==> config.mk <==
export PLATFORM = sky130hd
export DESIGN_NAME = dslot_pc_unit
export DESIGN_NICKNAME = d
export VERILOG_FILES = /design/src/rtl/dslot_pc_pkg.sv /design/src/rtl/dslot_eq_cmp.sv /design/src/rtl/dslot_target_gen.sv /design/src/rtl/dslot_pc_sel.sv /design/src/rtl/dslot_pc_unit.sv
export SDC_FILE = /design/constraint.sdc
export NUM_CORES = 1
export LEC_CHECK = 0
export BUFFER_PORTS_ARGS = -buffer_cell sky130_fd_sc_hd__buf_2
export CAP_MARGIN = 20
export CORE_MARGIN = 3
export CORE_UTILIZATION = 35
export CTS_BUF_LIST = sky130_fd_sc_hd__clkbuf_2
export DETAILED_ROUTE_END_ITERATION = 8
export GPL_ROUTABILITY_DRIVEN = 0
export PLACE_DENSITY = 0.65
export SETUP_SLACK_MARGIN = 0.15
export SLEW_MARGIN = 5
export SYNTH_ARGS = -nofsm -noshare
export SYNTH_HDL_FRONTEND = slang
export SYNTH_SLANG_ARGS = --single-unit
==> constraint.sdc <==
create_clock -name clk -period 9 [get_ports clk]
set_input_delay 1.35 -clock clk [delete_from_list [all_inputs] [get_ports clk]]
set_output_delay 1.35 -clock clk [all_outputs]
set_load 0.1 [all_outputs]
==> src/rtl/dslot_pc_pkg.sv <==
package dslot_pc_pkg;

    typedef enum logic [1:0] {
        SEL_SEQ  = 2'd0,
        SEL_BR   = 2'd1,
        SEL_JMP  = 2'd2,
        SEL_JREG = 2'd3
    } pc_sel_e;

    localparam int unsigned WORD_SHIFT = 2;
    localparam int unsigned WORD_BYTES = 1 << WORD_SHIFT;

endpackage

==> src/rtl/dslot_eq_cmp.sv <==
module dslot_eq_cmp #(
    parameter int unsigned W = 32
) (
    input  logic [W-1:0] a,
    input  logic [W-1:0] b,
    output logic         eq
);
    logic [W-1:0] diff;

    always_comb begin
        diff = a ^ b;
        eq   = ~|diff;
    end
endmodule

==> src/rtl/dslot_target_gen.sv <==
module dslot_target_gen
    import dslot_pc_pkg::*;
#(
    parameter int unsigned XLEN = 32,
    parameter int unsigned JW   = 26
) (
    input  logic [XLEN-1:0] pc,
    input  logic [XLEN-1:0] imm,
    input  logic [JW-1:0]   jfield,
    input  logic [XLEN-1:0] rs,
    output logic [XLEN-1:0] br_tgt,
    output logic [XLEN-1:0] jmp_tgt,
    output logic [XLEN-1:0] jreg_tgt
);
    localparam int unsigned UPPER = XLEN - JW - WORD_SHIFT;

    always_comb begin
        // targets are relative to the delay-slot address held in fetch
        br_tgt   = pc + (imm << WORD_SHIFT);
        jmp_tgt  = {pc[XLEN-1 -: UPPER], jfield, {WORD_SHIFT{1'b0}}};
        jreg_tgt = {rs[XLEN-1:WORD_SHIFT], {WORD_SHIFT{1'b0}}};
    end
endmodule

==> src/rtl/dslot_pc_sel.sv <==
module dslot_pc_sel
    import dslot_pc_pkg::*;
(
    input  logic    beq,
    input  logic    bne,
    input  logic    jmp,
    input  logic    jreg,
    input  logic    eq,
    output pc_sel_e sel
);
    logic br_taken;

    always_comb begin
        br_taken = (beq && eq) || (bne && !eq);
        if (jreg)          sel = SEL_JREG;
        else if (jmp)      sel = SEL_JMP;
        else if (br_taken) sel = SEL_BR;
        else               sel = SEL_SEQ;
    end
endmodule

==> src/rtl/dslot_pc_unit.sv <==
module dslot_pc_unit
    import dslot_pc_pkg::*;
#(
    parameter int unsigned   XLEN     = 32,
    parameter int unsigned   JW       = 26,
    parameter logic [31:0]   RESET_PC = 32'h0000_0000
) (
    input  logic            clk,
    input  logic            rst,
    input  logic            ld_en,
    input  logic            dec_beq,
    input  logic            dec_bne,
    input  logic            dec_jmp,
    input  logic            dec_jreg,
    input  logic            dec_link,
    input  logic [XLEN-1:0] dec_imm,
    input  logic [JW-1:0]   dec_jfield,
    input  logic [XLEN-1:0] dec_pc4,
    input  logic [XLEN-1:0] rs_val,
    input  logic [XLEN-1:0] rt_val,
    output logic [XLEN-1:0] fetch_pc,
    output logic [XLEN-1:0] fetch_pc4,
    output logic [XLEN-1:0] next_pc,
    output logic [XLEN-1:0] link_addr,
    output logic            link_wr
);
    localparam logic [XLEN-1:0] STEP = XLEN'(WORD_BYTES);

    typedef struct packed {
        logic [XLEN-1:0] pc;
    } pc_state_t;

    pc_state_t       st_d, st_q;
    logic            regs_eq;
    pc_sel_e         sel;
    logic [XLEN-1:0] br_tgt, jmp_tgt, jreg_tgt;
    logic [XLEN-1:0] seq_pc;

    dslot_eq_cmp #(.W(XLEN)) u_cmp (
        .a  (rs_val),
        .b  (rt_val),
        .eq (regs_eq)
    );

    dslot_target_gen #(.XLEN(XLEN), .JW(JW)) u_tgt (
        .pc       (st_q.pc),
        .imm      (dec_imm),
        .jfield   (dec_jfield),
        .rs       (rs_val),
        .br_tgt   (br_tgt),
        .jmp_tgt  (jmp_tgt),
        .jreg_tgt (jreg_tgt)
    );

    dslot_pc_sel u_sel (
        .beq  (dec_beq),
        .bne  (dec_bne),
        .jmp  (dec_jmp),
        .jreg (dec_jreg),
        .eq   (regs_eq),
        .sel  (sel)
    );

    always_comb begin
        seq_pc = st_q.pc + STEP;
        unique case (sel)
            SEL_JREG: next_pc = jreg_tgt;
            SEL_JMP:  next_pc = jmp_tgt;
            SEL_BR:   next_pc = br_tgt;
            default:  next_pc = seq_pc;
        endcase
        st_d = st_q;
        if (ld_en) st_d.pc = next_pc;
        fetch_pc  = st_q.pc;
        fetch_pc4 = seq_pc;
        // return address skips the delay slot: latched PC+4 plus one word
        link_addr = dec_pc4 + STEP;
        link_wr   = dec_link && (dec_jmp || dec_jreg);
    end

    always_ff @(posedge clk) begin
        if (rst) st_q <= '{pc: RESET_PC[XLEN-1:0]};
        else     st_q <= st_d;
    end
endmodule

==> impl_metrics.env, run 1 <==
export IMPL_dpl_hpwl_um=18500
export IMPL_ys_flop_type="dfxtp_1"
export IMPL_start_kind="input port"
export IMPL_end_kind="primary output"
export IMPL_cp_required_ns=7.65
export IMPL_syn_nets=931
export IMPL_ant_nets=0
export IMPL_p_leak_nw=3.30
export IMPL_worstSkewPairLatency_ns=0.43
export IMPL_timing_fmax_mhz=164
export IMPL_max_slew_margin_rel_pct=44.3
export IMPL_status="finished, final reports clean"
export IMPL_post_cts_buffers=0
export IMPL_largest_register_ffs=32
export IMPL_netlist_cell_type_count=70
export IMPL_viasPerCell=5.72
export IMPL_drtIter0Drc=591
export IMPL_die_h_um=128
export IMPL_yosysSeqAreaShare_pct=12.3
export IMPL_cts_tree="built"
export IMPL_dpl_cell_count=1173
export IMPL_setup_tns_ns=0
export IMPL_drive_above_1_share_pct=31.3
export IMPL_grt_overflow=0
export IMPL_finalSetupViolCount=0
export IMPL_cp_max_fo=13
export IMPL_ir_drop_mv=0.0771
export IMPL_ys_ff_latch=32
export IMPL_worst_hold_path_type="reg -> reg"
export IMPL_power_per_cell_area_mw_per_mm2=139
export IMPL_grt_max_degree=43
export IMPL_avgSynthCellArea_um2=7.08
export IMPL_synth_edff_count=0
export IMPL_wire_per_inst_um=19.4
export IMPL_worstMarginPinSlew_ns=0.835
export IMPL_period_share_pct=67.8
export IMPL_ctsResizeCount=0
export IMPL_grt_usage_pct=26.2
export IMPL_clock_sinks=32
export IMPL_instances_no_fill=1181
export IMPL_ios=291
export IMPL_grt_pass1_wl_um=34000
export IMPL_cts_buffers=5
export IMPL_fp_row_count=44
export IMPL_rsz0062_at_grt="false"
export IMPL_core_mm2=0.0146
export IMPL_placed_area_mm2=0.00674
export IMPL_num_vias=6759
export IMPL_port_buffer_count=284
export IMPL_cts_max_path_buffers=2
export IMPL_setup_ws_ns=2.90
export IMPL_first_pass_iters=5
export IMPL_postSynth_asyncResetShare_pct=0
export IMPL_wl_um=22900
export IMPL_fin_area_mm2=0.00677
export IMPL_grt_pass1_vias=6220
export IMPL_slew_viol_final=0
export IMPL_worstPathArrival_ns=4.75
export IMPL_die_width_um=128
export IMPL_dp_slack_ns=3.02
export IMPL_critical_path_class="in -> out"
export IMPL_hold_slack_ns=0.531
export IMPL_antenna_found_initial=1
export IMPL_fin_crit_ns=6.10
export IMPL_area_growth_pct=29.8
export IMPL_clock_tree_root_cell="clkbuf_2"
export IMPL_netlist_instances=737
export IMPL_dieArea_mm2=0.0164
export IMPL_cts_htree_levels=2
export IMPL_cts_hold_buf=0
export IMPL_clkSlewWorstSetupHoldPaths_ns=0.20
export IMPL_synth_area_mm2=0.00522
export IMPL_drc=0
export IMPL_drv_cap=0
export IMPL_skew_ns=0.0258
export IMPL_nets=1190
export IMPL_yosysWarnings=0
export IMPL_initial_core_util_pct=35.8
export IMPL_hold_violations=0
[Yosys cell counts (9+ instances only)]
cell type	count	area [um2]
inv_1	28	105
nand3_1	32	160
nand2_1	84	315
a22oi_1	10	75.1
and2_1	12	75.1
a211oi_1	10	75.1
dfxtp_1	32	641
o21ai_0	30	150
xor2_1	30	263
ha_1	31	388
a21o_1	13	97.6
and3_1	13	81.3
o21a_1	9	67.6
nand4_1	27	169
clkbuf_1	28	105
xnor2_1	78	683
a21oi_1	41	205
nor3_1	16	80.1
a311oi_1	14	123
nor2_1	73	274
[cell type report]
| cell class | instances | area, um2 |
|---|---|---|
| antenna | 1 | 2.50 |
| clock buffer | 5 | 25.0 |
| clock inverter | 2 | 7.51 |
| fill | 1553 | 7820 |
| inverter | 29 | 109 |
| multi-input combinational | 640 | 4310 |
| sequential | 32 | 641 |
| tap | 184 | 230 |
| timing repair buffer | 288 | 1450 |
[worst paths after layout]
| path | start | end | slack, ns | cells after the start |
|---|---|---|---|---|
| max | rt_val[26] | next_pc[24] | 2.90 | 9 |
| min | fetch_pc[1] | fetch_pc[1] | 0.53 | 1 |
| max reg2reg | fetch_pc[2] | fetch_pc[28] | 5.54 | 10 |
| min reg2reg | fetch_pc[1] | fetch_pc[1] | 0.53 | 1 |
[critical path: stages]
cell,delay (ns)
buf_2,0.10
xnor2_1,0.31
nand4_1,0.32
nor4_4,0.40
a21bo_2,0.28
nand3_1,0.58
and2_1,0.37
a221oi_1,0.51
buf_2,0.53
[logic make-up after synthesis]
family / count (synthesis) / synth area share [%]
AND/OR/NAND/NOR: 298 / 28.9
flip-flops: 32 / 12.3
adder cells (fa/ha/maj): 32 / 7.81
multiplexers: 8 / 1.58
buffers and inverters: 65 / 5.20
AO/OA/AOI/OAI: 194 / 26.1
XOR/XNOR: 108 / 18.1
[report_power, final]
part	internal [mW]	switching (mW)
sequential	0.153	0.0231
combinational	0.158	0.530
clock	0.0160	0.0643
[through the flow]
step / power [mW] / util, %
final: 0.944 / 46.4
after global routing: 0.984 / 46.4
after CTS: 0.940 / 46.4
after detailed placement: 0.860 / 46.2
after global placement: 0.859 / 46.2
after floorplan: 0.714 / -
[metal layers]
layer | vias to the layer above | part of all wire, % | wire (um) | global-route usage (%)
met5 | - | 0 | 0 | 0
met4 | 0 | 2.1 | 473 | 6.49
met3 | 39 | 9.3 | 2120 | 4.58
met2 | 357 | 46 | 10500 | 42.1
met1 | 3137 | 43 | 9800 | 36.5
li1 | 3226 | - | - | -
[cell usage in the layout, fill, tap and decap left out, drive strengths merged, types with 14 or more instances in the layout]
cell and count:
dfxtp 32, xnor2 78, a21oi 41, a311oi 14, nor2 73, nand3 33, nor3 16, ha 31
nand4 27, buf 288, xor2 30, inv 28, nand2 84, o21ai 31
Power figures use the tool's default switching activity.
==> inputs of run 2 (changes only) <==
clock period = 5.7 ns   (was 9 ns; I/O delays follow)
==> run 2 against run 1 <==
Against the previous run:
- count of clock-buffer cells in the layout grew 2
- design area grew 2.3%
- first-iteration DRC count is 14% lower
- final cell count is 0.42% higher
- critical path depth grew 3
- sequential power is 57% higher
- clock power grew 62%
- global-route usage is essentially flat
- critical path type unchanged
- setup slack got worse by 2.1 ns
==> impl_metrics.env, run 2 (same netlist as run 1, synthesis figures left out) <==
export IMPL_status="finished, final reports clean"
export IMPL_worstSkewPairLatency_ns=0.42
export IMPL_timing_fmax_mhz=206
export IMPL_ir_drop_mv=0.118
export IMPL_cts_htree_levels=2
export IMPL_dieArea_mm2=0.0164
export IMPL_startpoint="dec_imm[0]"
export IMPL_multi_input_area_mm2=0.00443
export IMPL_rsz0062_at_grt="false"
export IMPL_end_kind="primary output"
export IMPL_num_vias=6672
export IMPL_grt_pass1_wl_um=34100
export IMPL_area_growth_pct=32.7
export IMPL_clock_tree_root_cell="clkbuf_2"
export IMPL_grt_overflow=0
export IMPL_grt_max_degree=42
export IMPL_fillers=1544
export IMPL_ant_nets=0
export IMPL_regArea_um2=641
export IMPL_rrSetupSlack_ns=2.25
export IMPL_first_pass_iters=7
export IMPL_fp_row_count=44
export IMPL_clkSlewWorstSetupHoldPaths_ns=0.19
export IMPL_p_leak_nw=3.39
export IMPL_drive_above_1_share_pct=33.7
export IMPL_die_width_um=128
export IMPL_grt_usage_pct=26.3
export IMPL_largest_register_ffs=32
export IMPL_r2r_end="fetch_pc[28]"
export IMPL_layout_commonest_cell="buf_2"
export IMPL_fin_crit_ns=4.86
export IMPL_initial_core_util_pct=35.8
export IMPL_start_kind="input port"
export IMPL_drtIter0Drc=506
export IMPL_hold_start="fetch_pc[0]"
export IMPL_grt_pass1_vias=6059
export IMPL_antenna_found_initial=2
export IMPL_cts_tree="built"
export IMPL_worst_hold_path_type="reg -> reg"
export IMPL_core_mm2=0.0146
export IMPL_ios=291
export IMPL_power_per_cell_area_mw_per_mm2=218
export IMPL_skew_ns=0.0111
export IMPL_finalSetupViolCount=0
export IMPL_nets=1193
export IMPL_power_mw=1.51
export IMPL_cts_hold_buf=0
export IMPL_worstSetupEndpoint="next_pc[28]"
export IMPL_viasPerCell=5.63
export IMPL_wl_um=23100
export IMPL_max_slew_margin_rel_pct=41.6
export IMPL_slew_viol_final=0
export IMPL_worst_r2r_cell_count=11
export IMPL_cp_max_fo=4
export IMPL_layout_common_cells="buf_2, nand2_1, xnor2_1"
export IMPL_cp_required_ns=4.85
export IMPL_wire_per_inst_um=19.4
export IMPL_ctsResizeCount=0
export IMPL_clock_sinks=32
export IMPL_hold_violations=0
export IMPL_critical_path_class="in -> out"
export IMPL_drv_cap=0
export IMPL_dpl_hpwl_um=18600
export IMPL_worstMarginPinSlew_ns=0.876
export IMPL_post_cts_buffers=0
export IMPL_reg2reg_from="fetch_pc[2]"
export IMPL_cts_max_path_buffers=2
export IMPL_period_share_pct=85.2
export IMPL_setup_tns_ns=0
export IMPL_worstPathArrival_ns=4.00
export IMPL_die_h_um=128
export IMPL_port_buffer_count=284
export IMPL_cts_buffers=5
export IMPL_drc=0
-- run 2: layout make-up --
cell class                 instances  area share, %
clock buffer                       7          0.506
tap                              184           3.32
sequential                        32           9.25
multi-input combinational        640           64.0
clock inverter                     1         0.0542
timing repair buffer             291           21.3
inverter                          29           1.57
antenna                            2         0.0722
-- run 2: critical path: stages --
cell	delay [ns]
buf_2	0.11
ha_1	0.24
fa_1	0.44
a211oi_2	0.35
o21ai_0	0.18
a21oi_1	0.38
o211ai_1	0.20
a21oi_1	0.20
xnor2_1	0.09
a2111oi_0	0.57
nor2_2	0.06
buf_2	0.32
-- run 2: worst min path at each step --
stage                         to  slack (ns)  depth (start not counted)
floorplan           fetch_pc[12]        0.96                          2
global placement     fetch_pc[0]        0.51                          1
detailed placement   fetch_pc[0]        0.51                          1
CTS                  fetch_pc[0]        0.53                          1
global route         fetch_pc[0]        0.55                          1
finish               fetch_pc[0]        0.53                          1
-- run 2: per-stage QoR --
step	cell area [um2]	std cells	worst slack (ns)	utilization [%]	hold slack (ns)
5_1_grt	6930	1185	0.668	47.5	0.549
2_1_floorplan	5340	737	0.123	-	0.963
4_1_cts	6920	1184	0.907	47.5	0.534
3_3_place_gp	6880	1176	0.954	47.2	0.506
3_5_place_dp	6880	1176	0.909	47.2	0.512
6_report	6930	1186	0.841	47.5	0.531
-- run 2: layer usage --
metal  vias up  wire, um  global-route usage, %
li1       3218         -                      -
met1      3110     10100                   36.4
met2       315     10700                   43.4
met3        27      1800                   3.58
met4         2       420                   5.62
met5         -        13                      0
-- run 2: power by group --
part	internal, mW	switching [mW]
clock	0.0328	0.0976
sequential	0.241	0.0355
combinational	0.257	0.845
